**src/rtl/txf_pkg.sv**
```systemverilog
package txf_pkg;
    typedef enum logic [1:0] {
        WK_HDR = 2'd0,
        WK_PAY = 2'd1,
        WK_SHT = 2'd2
    } wr_kind_e;

    typedef struct packed {
        logic [31:0] data;
        logic        is_short;
        logic [2:0]  nb;
    } txf_entry_t;
endpackage

```
**src/rtl/txf_chan.sv**
```systemverilog
module txf_chan #(
    parameter int AW  = 4,
    parameter int WCW = 16
) (
    input  logic          clk,
    input  logic          rst_n,
    input  logic          en,
    input  logic [AW-1:0] cfg_base,
    input  logic [AW:0]   cfg_size,
    input  logic [3:0]    thr_words,
    input  logic          wr_hdr,
    input  logic          wr_pay,
    input  logic          wr_sht,
    input  logic [31:0]   wr_data,
    input  logic          pop,
    output logic          push,
    output logic [AW-1:0] push_addr,
    output logic [2:0]    push_nb,
    output logic [AW-1:0] rd_addr,
    output logic          has_data,
    output logic          active,
    output logic          dma_req
);
    typedef struct packed {
        logic [AW-1:0]  base;
        logic [AW:0]    size;
        logic [AW:0]    cnt;
        logic [AW-1:0]  wr_off;
        logic [AW-1:0]  rd_off;
        logic [WCW-1:0] rem;
        logic           pend;
        logic           send;
        logic           active;
    } chan_s;

    chan_s s_q, s_d;
    logic [AW:0] free_w, thr_w;
    logic room, take_hdr, take_pay, take_sht, trig;

    always_comb begin
        s_d      = s_q;
        free_w   = s_q.size - s_q.cnt;
        thr_w    = (AW+1)'(thr_words);
        room     = s_q.cnt < s_q.size;
        take_hdr = wr_hdr && s_q.active && en && room;
        take_pay = wr_pay && s_q.active && en && room && (s_q.rem != '0);
        take_sht = wr_sht && s_q.active && en && room;
        push     = take_hdr || take_pay || take_sht;
        push_nb  = (take_pay && s_q.rem < WCW'(4)) ? {1'b0, s_q.rem[1:0]} : 3'd4;
        trig     = s_q.pend || (s_q.cnt == s_q.size) ||
                   ((s_q.rem != '0) && (free_w < thr_w)) || !en;

        if (!s_q.active) begin
            s_d.base = cfg_base;
            s_d.size = cfg_size;
            if (en) begin
                s_d.active = 1'b1;
                s_d.wr_off = '0;
                s_d.rd_off = '0;
                s_d.rem    = '0;
                s_d.pend   = 1'b0;
            end
        end else if (!en && s_q.cnt == '0) begin
            s_d.active = 1'b0;
        end

        if (take_hdr) begin
            s_d.rem = wr_data[23:8];
            if (wr_data[23:8] == '0) s_d.pend = 1'b1;
        end
        if (take_pay) begin
            s_d.rem = s_q.rem - WCW'(push_nb);
            if (s_q.rem <= WCW'(4)) s_d.pend = 1'b1;
        end
        if (take_sht) s_d.pend = 1'b1;

        if (push)
            s_d.wr_off = ((AW+1)'(s_q.wr_off) + 1'b1 == s_q.size) ? '0 : s_q.wr_off + 1'b1;
        if (pop)
            s_d.rd_off = ((AW+1)'(s_q.rd_off) + 1'b1 == s_q.size) ? '0 : s_q.rd_off + 1'b1;

        s_d.cnt = s_q.cnt + (AW+1)'(push) - (AW+1)'(pop);
        if (s_d.cnt == '0) begin
            s_d.send = 1'b0;
            s_d.pend = 1'b0;
        end else if (trig && s_q.cnt != '0) begin
            s_d.send = 1'b1;
        end

        push_addr = s_q.base + s_q.wr_off;
        rd_addr   = s_q.base + s_q.rd_off;
        has_data  = s_q.send;
        active    = s_q.active;
        dma_req   = s_q.active && en && (s_q.rem != '0) && (free_w >= thr_w);
    end

    always_ff @(posedge clk or negedge rst_n) begin
        if (!rst_n) s_q <= '0;
        else        s_q <= s_d;
    end

    a_r9_no_overflow: assert property (@(posedge clk) disable iff (!rst_n)
        s_q.cnt <= s_q.size);
    a_r2_idle_empty: assert property (@(posedge clk) disable iff (!rst_n)
        !s_q.active |-> (s_q.cnt == '0));
    a_r8_send_nonempty: assert property (@(posedge clk) disable iff (!rst_n)
        s_q.send |-> (s_q.cnt != '0));
endmodule

```
**src/rtl/txf_arb.sv**
```systemverilog
module txf_arb #(
    parameter int NCH = 2,
    parameter int CHW = 1
) (
    input  logic           clk,
    input  logic           rst_n,
    input  logic [NCH-1:0] has_data,
    input  logic [2:0]     cur_nb,
    input  logic           out_ready,
    output logic [CHW-1:0] sel,
    output logic [1:0]     byte_idx,
    output logic           valid,
    output logic [NCH-1:0] pop
);
    typedef struct packed {
        logic           lock;
        logic [CHW-1:0] cur;
        logic [1:0]     idx;
    } arb_s;

    arb_s a_q, a_d;
    logic [CHW-1:0] pick;
    logic last;

    always_comb begin
        a_d  = a_q;
        pick = '0;
        for (int i = NCH - 1; i >= 0; i--)
            if (has_data[i]) pick = CHW'(i);
        sel      = a_q.lock ? a_q.cur : pick;
        valid    = has_data[sel];
        byte_idx = a_q.idx;
        last     = ({1'b0, a_q.idx} == cur_nb - 3'd1);
        pop      = '0;
        if (valid) begin
            a_d.cur  = sel;
            a_d.lock = 1'b1;
            if (out_ready) begin
                if (last) begin
                    pop[sel] = 1'b1;
                    a_d.idx  = '0;
                    a_d.lock = 1'b0;
                end else begin
                    a_d.idx = a_q.idx + 1'b1;
                end
            end
        end
    end

    always_ff @(posedge clk or negedge rst_n) begin
        if (!rst_n) a_q <= '0;
        else        a_q <= a_d;
    end

    a_r7_one_pop: assert property (@(posedge clk) disable iff (!rst_n)
        $onehot0(pop));
endmodule

```
**src/rtl/dsl_cmd_txfifo.sv**
```systemverilog
module dsl_cmd_txfifo #(
    parameter int NCH   = 2,
    parameter int DEPTH = 16,
    localparam int AW   = $clog2(DEPTH),
    localparam int CHW  = $clog2(NCH)
) (
    input  logic                clk,
    input  logic                rst_n,
    input  logic [NCH-1:0]      ch_en,
    input  logic [NCH*AW-1:0]   cfg_base,
    input  logic [NCH*(AW+1)-1:0] cfg_size,
    input  logic [2:0]          thr_sel,
    input  logic                wr_en,
    input  logic [CHW-1:0]      wr_ch,
    input  logic [1:0]          wr_kind,
    input  logic [31:0]         wr_data,
    output logic [NCH-1:0]      ch_active,
    output logic [NCH-1:0]      dma_req,
    output logic                out_valid,
    input  logic                out_ready,
    output logic [7:0]          out_data,
    output logic                out_short,
    output logic [CHW-1:0]      out_ch
);
    import txf_pkg::*;

    txf_entry_t     mem_q [DEPTH];
    txf_entry_t     rd_word, wr_word;
    logic [NCH-1:0] push_v, has_v, pop_v;
    logic [AW-1:0]  paddr_v [NCH];
    logic [AW-1:0]  rd_v [NCH];
    logic [2:0]     pnb_v [NCH];
    logic [AW-1:0]  push_addr;
    logic [CHW-1:0] sel;
    logic [1:0]     byte_idx;

    for (genvar c = 0; c < NCH; c++) begin : g_ch
        logic hit;
        assign hit = wr_en && (wr_ch == CHW'(c));
        txf_chan #(.AW(AW), .WCW(16)) u_chan (
            .clk       (clk),
            .rst_n     (rst_n),
            .en        (ch_en[c]),
            .cfg_base  (cfg_base[c*AW +: AW]),
            .cfg_size  (cfg_size[c*(AW+1) +: AW+1]),
            .thr_words ({1'b0, thr_sel} + 4'd1),
            .wr_hdr    (hit && wr_kind == WK_HDR),
            .wr_pay    (hit && wr_kind == WK_PAY),
            .wr_sht    (hit && wr_kind == WK_SHT),
            .wr_data   (wr_data),
            .pop       (pop_v[c]),
            .push      (push_v[c]),
            .push_addr (paddr_v[c]),
            .push_nb   (pnb_v[c]),
            .rd_addr   (rd_v[c]),
            .has_data  (has_v[c]),
            .active    (ch_active[c]),
            .dma_req   (dma_req[c])
        );
    end

    always_comb begin
        push_addr        = '0;
        wr_word.data     = wr_data;
        wr_word.is_short = (wr_kind == WK_SHT);
        wr_word.nb       = 3'd4;
        for (int i = 0; i < NCH; i++)
            if (push_v[i]) begin
                push_addr  = paddr_v[i];
                wr_word.nb = pnb_v[i];
            end
    end

    always_ff @(posedge clk) begin
        if (|push_v) mem_q[push_addr] <= wr_word;
    end

    assign rd_word = mem_q[rd_v[sel]];

    txf_arb #(.NCH(NCH), .CHW(CHW)) u_arb (
        .clk       (clk),
        .rst_n     (rst_n),
        .has_data  (has_v),
        .cur_nb    (rd_word.nb),
        .out_ready (out_ready),
        .sel       (sel),
        .byte_idx  (byte_idx),
        .valid     (out_valid),
        .pop       (pop_v)
    );

    assign out_data  = rd_word.data[8*byte_idx +: 8];
    assign out_short = rd_word.is_short;
    assign out_ch    = sel;

    a_r13_hold: assert property (@(posedge clk) disable iff (!rst_n)
        (out_valid && !out_ready) |=> (out_valid && $stable(out_data) &&
                                       $stable(out_short) && $stable(out_ch)));
endmodule

```
**config.mk**
```make
export PLATFORM = sky130hd
export DESIGN_NAME = dsl_cmd_txfifo
export DESIGN_NICKNAME = d
export VERILOG_FILES = /design/src/rtl/txf_pkg.sv /design/src/rtl/txf_chan.sv /design/src/rtl/txf_arb.sv /design/src/rtl/dsl_cmd_txfifo.sv
export SDC_FILE = /design/constraint.sdc
export NUM_CORES = 1
export LEC_CHECK = 0
export BUFFER_PORTS_ARGS = -buffer_cell sky130_fd_sc_hd__buf_2
export CAP_MARGIN = 20
export CORE_MARGIN = 5
export CORE_UTILIZATION = 38
export CTS_CLUSTER_DIAMETER = 80
export DETAILED_ROUTE_END_ITERATION = 10
export SETUP_SLACK_MARGIN = 0.1
export SYNTH_ARGS = -nofsm -noshare
export SYNTH_HDL_FRONTEND = slang
export SYNTH_SLANG_ARGS = --single-unit
```
**constraint.sdc**
```tcl
create_clock -name clk -period 8 [get_ports clk]
set_input_delay 0.4 -clock clk [delete_from_list [all_inputs] [get_ports clk]]
set_output_delay 0.4 -clock clk [all_outputs]
set_load 0.01 [all_outputs]
```
==> results_dict.tcl <==
set metrics [dict create \
    grt-ovfl-total 0 \
    reg2reg_slack_ps 1420 \
    hold_viol 0 \
    worst_clock_skew_ps 13.21 \
    ys_ff_latch 662 \
    cp.required_ps 7600 \
    r2r_cells 27 \
    die_w_um 288.9 \
    synthTopCellsByArea "edfxtp_1 59%, nand2_1 7.7%, dfrtp_1 7.3%" \
    avgViaCountPerCell 5.556 \
    seq_area_frac_synth_pct 65.81 \
    drtPass1Iterations 6 \
    grt_pass1_vias 19763 \
    cts.clk_slew.worst_paths_ps 60 \
    holdPathEnd "g_ch[1].u_chan.s_q[33]$_DFFE_PN0N_" \
    avgSynthCellArea_um2 12.15 \
    async_reset_ff_share_pct 12.99 \
    clockBufferDepth 3 \
    synth_flop_cell "edfxtp_1" \
    hpwl_um 43800 \
    drive_gt1_share_pct 11.29 \
    cp.arrival_ps 6300 \
    synth.distinct_cells 82 \
    crit_fanout 87 \
    cp-start-kind "flip-flop" \
    fp-row-count 102 \
    worstSetupPathType "flip-flop to output pin" \
    status "finished, final reports clean" \
    n_fill_cell 7183 \
    area_delta_synth_final_pct 13.14 \
    max_clock_freq_mhz 149.4 \
    wl_per_cell_um 22.03 \
    grt_pass1_wl_um 120300 \
    ctsHoldBuffers 10 \
    ios 77 \
    drc_errors 0 \
    gp_congestion 0.8307 \
    maxSlewViolCount 0 \
    worstMarginPinSlew_ps 1079 \
    rsz0062_at_grt "no" \
    synth_top_area_share_pct 58.53 \
    postCtsResizedCells 0 \
    cts.sinks 662 \
    clk_latency_ps 610 \
    cts_root_buf "clkbuf_16" \
    r2r_end "g_ch[0].u_chan.s_q[2]$_DFF_PN0_" \
    synth_area_um2 29550 \
    period_share_pct 83.69 \
    cts_buffers 71 \
    yosysMostFrequentCell "nand2_1" \
    grt_antenna_before_repair 3 \
    cap_viol_max_count 0 \
    yosysTopAreaCell "edfxtp_1" \
    core_um2 77340 \
    yosysWarnings 0 \
    synth_edf_count 576 \
    grt_max_degree 104 \
    hold_path.startpoint "cfg_size[6]" \
    hp-class "input port to flip-flop" \
    post_cts_buffers 0 \
    grt_usage_pct 18.66 \
    holdPathStages 2 \
    min_period_ps 6695 \
    setup_tns_ps 0 \
    portBuffers 76 \
    vias 19875 \
    nNetsFinal 2605 \
    reg2reg_from "g_ch[1].u_chan.s_q[19]$_DFFE_PN0P_" \
    synth_commonest_cells "606 x nand2_1, 576 x edfxtp_1, 109 x and3_1" \
    start_util_pct 38.21 \
    h-tree-depth 3 \
    die-area_um2 83450 \
    antenna_left 0 \
    finalSetupViolCount 0 \
    drt_iter0_drc 1761 \
    cts_tree "built" \
    die_y_um 288.9 \
    critical_path.endpoint_type "output pin" \
    synth_cells 2432 \
    slew_headroom_pct 27.81 \
    drt_wl_total_um 78800 \
]
kinds of logic after synthesis:
| logic type | count (synthesis) | synth area share, % |
|---|---|---|
| compound gates | 400 | 9.611 |
| xor+xnor | 47 | 1.418 |
| fa+ha+maj | 60 | 2.743 |
| buf+inv | 192 | 2.663 |
| flops | 662 | 65.81 |
| mux | 63 | 2.303 |
| other cells | 1 | 0.01269 |
| simple gates | 1007 | 15.44 |
critical path: stages (launching register included):
cell and delay, ps:
dfrtp_1 450, ha_1 380, nand4bb_1 230, o211a_4 860, buf_4 840, buf_4 850
nand2_1 120, and3_1 200, a31oi_1 170, nand2_1 80, a311oi_1 760, a21oi_1 100
a21oi_1 280, buf_2 190
layer usage:
metal / global-route usage [%] / vias up / routed length [um]
met4: 4.393 / 0 / 1562
li1: - / 9121 / -
met2: 30.75 / 626 / 37900
met1: 26.27 / 10020 / 34550
met5: 0 / - / 0
met3: 2.887 / 108 / 4789
how the worst max path moves through the flow:
stage	endpoint	slack (ps)	from	cells after the start
after floorplan	g_ch[0].u_chan.has_data$_DFFE_PN0P_	2200	g_ch[0].u_chan.s_q[19]$_DFFE_PN0P_	29
after global placement	g_ch[0].u_chan.has_data$_DFFE_PN0P_	1710	g_ch[1].u_chan.s_q[19]$_DFFE_PN0P_	27
after detailed placement	g_ch[0].u_chan.s_q[2]$_DFF_PN0_	1520	g_ch[1].u_chan.s_q[19]$_DFFE_PN0P_	27
after CTS	out_data[7]	1370	g_ch[1].u_chan.s_q[19]$_DFFE_PN0P_	13
after global routing	g_ch[0].u_chan.has_data$_DFFE_PN0P_	900	g_ch[1].u_chan.s_q[19]$_DFFE_PN0P_	27
final	out_data[7]	1300	g_ch[1].u_chan.s_q[19]$_DFFE_PN0P_	13
cell type report:
| class | instances | area, um^2 | area share [%] |
|---|---|---|---|
| sequential | 662 | 19450 | 58.17 |
| multi-input combinational | 1579 | 9488 | 28.38 |
| clock buffer | 85 | 1882 | 5.628 |
| tap | 1040 | 1301 | 3.892 |
| timing repair buffer | 120 | 758.2 | 2.268 |
| clock inverter | 39 | 367.9 | 1.100 |
| inverter | 49 | 183.9 | 0.5501 |
| antenna | 3 | 7.507 | 0.02245 |
state kept, by name, indices dropped and copies added, names as in the netlist:
signal	cells
u_arb.a_q	2
g_ch.u_chan.has_data	2
mem_q	576
u_arb.byte_idx	2
g_ch.u_chan.s_q	78
g_ch.u_chan.active	2
placed cells by master, fill, tap and decap left out, types with 6 or more instances in the layout:
cell	instances
fa_1	8
buf_4	34
ha_1	52
dlygate4sd3_1	10
nand2_1	605
or3_1	11
nor2b_1	15
clkbuf_16	73
a221o_1	13
edfxtp_1	576
and3_1	109
nor4_1	16
a21o_1	13
nand3_1	98
a21oi_1	59
o21ai_0	41
dfrtp_1	86
a32oi_1	7
clkinv_2	15
nor2_1	57
and2_1	6
mux2_2	20
a22oi_1	9
nor2_4	17
nand2b_1	13
xor2_1	23
a31oi_1	88
a31o_2	6
a311oi_1	52
mux2i_1	41
a211oi_1	46
clkinv_1	11
clkbuf_1	11
a22o_1	8
nor3_1	22
inv_1	47
buf_2	75
xnor2_1	23
metrics by stage:
stage / area (um^2) / setup WS, ps / hold WS (ps) / utilization [%] / std cells
floorplan: 29560 / 2199 / 104.4 / - / 2433
global placement: 31050 / 1708 / 365.8 / 40.15 / 3439
detailed placement: 31050 / 1525 / 371.8 / 40.15 / 3439
CTS: 33400 / 1368 / 1.121 / 43.19 / 3573
global route: 33430 / 898.8 / 11.59 / 43.23 / 3575
finish: 33440 / 1305 / 25.11 / 43.23 / 3577
Power is left out: the tool's default activity adds up to more than one toggle a clock period on the data nets, which glitch-free logic cannot reach.
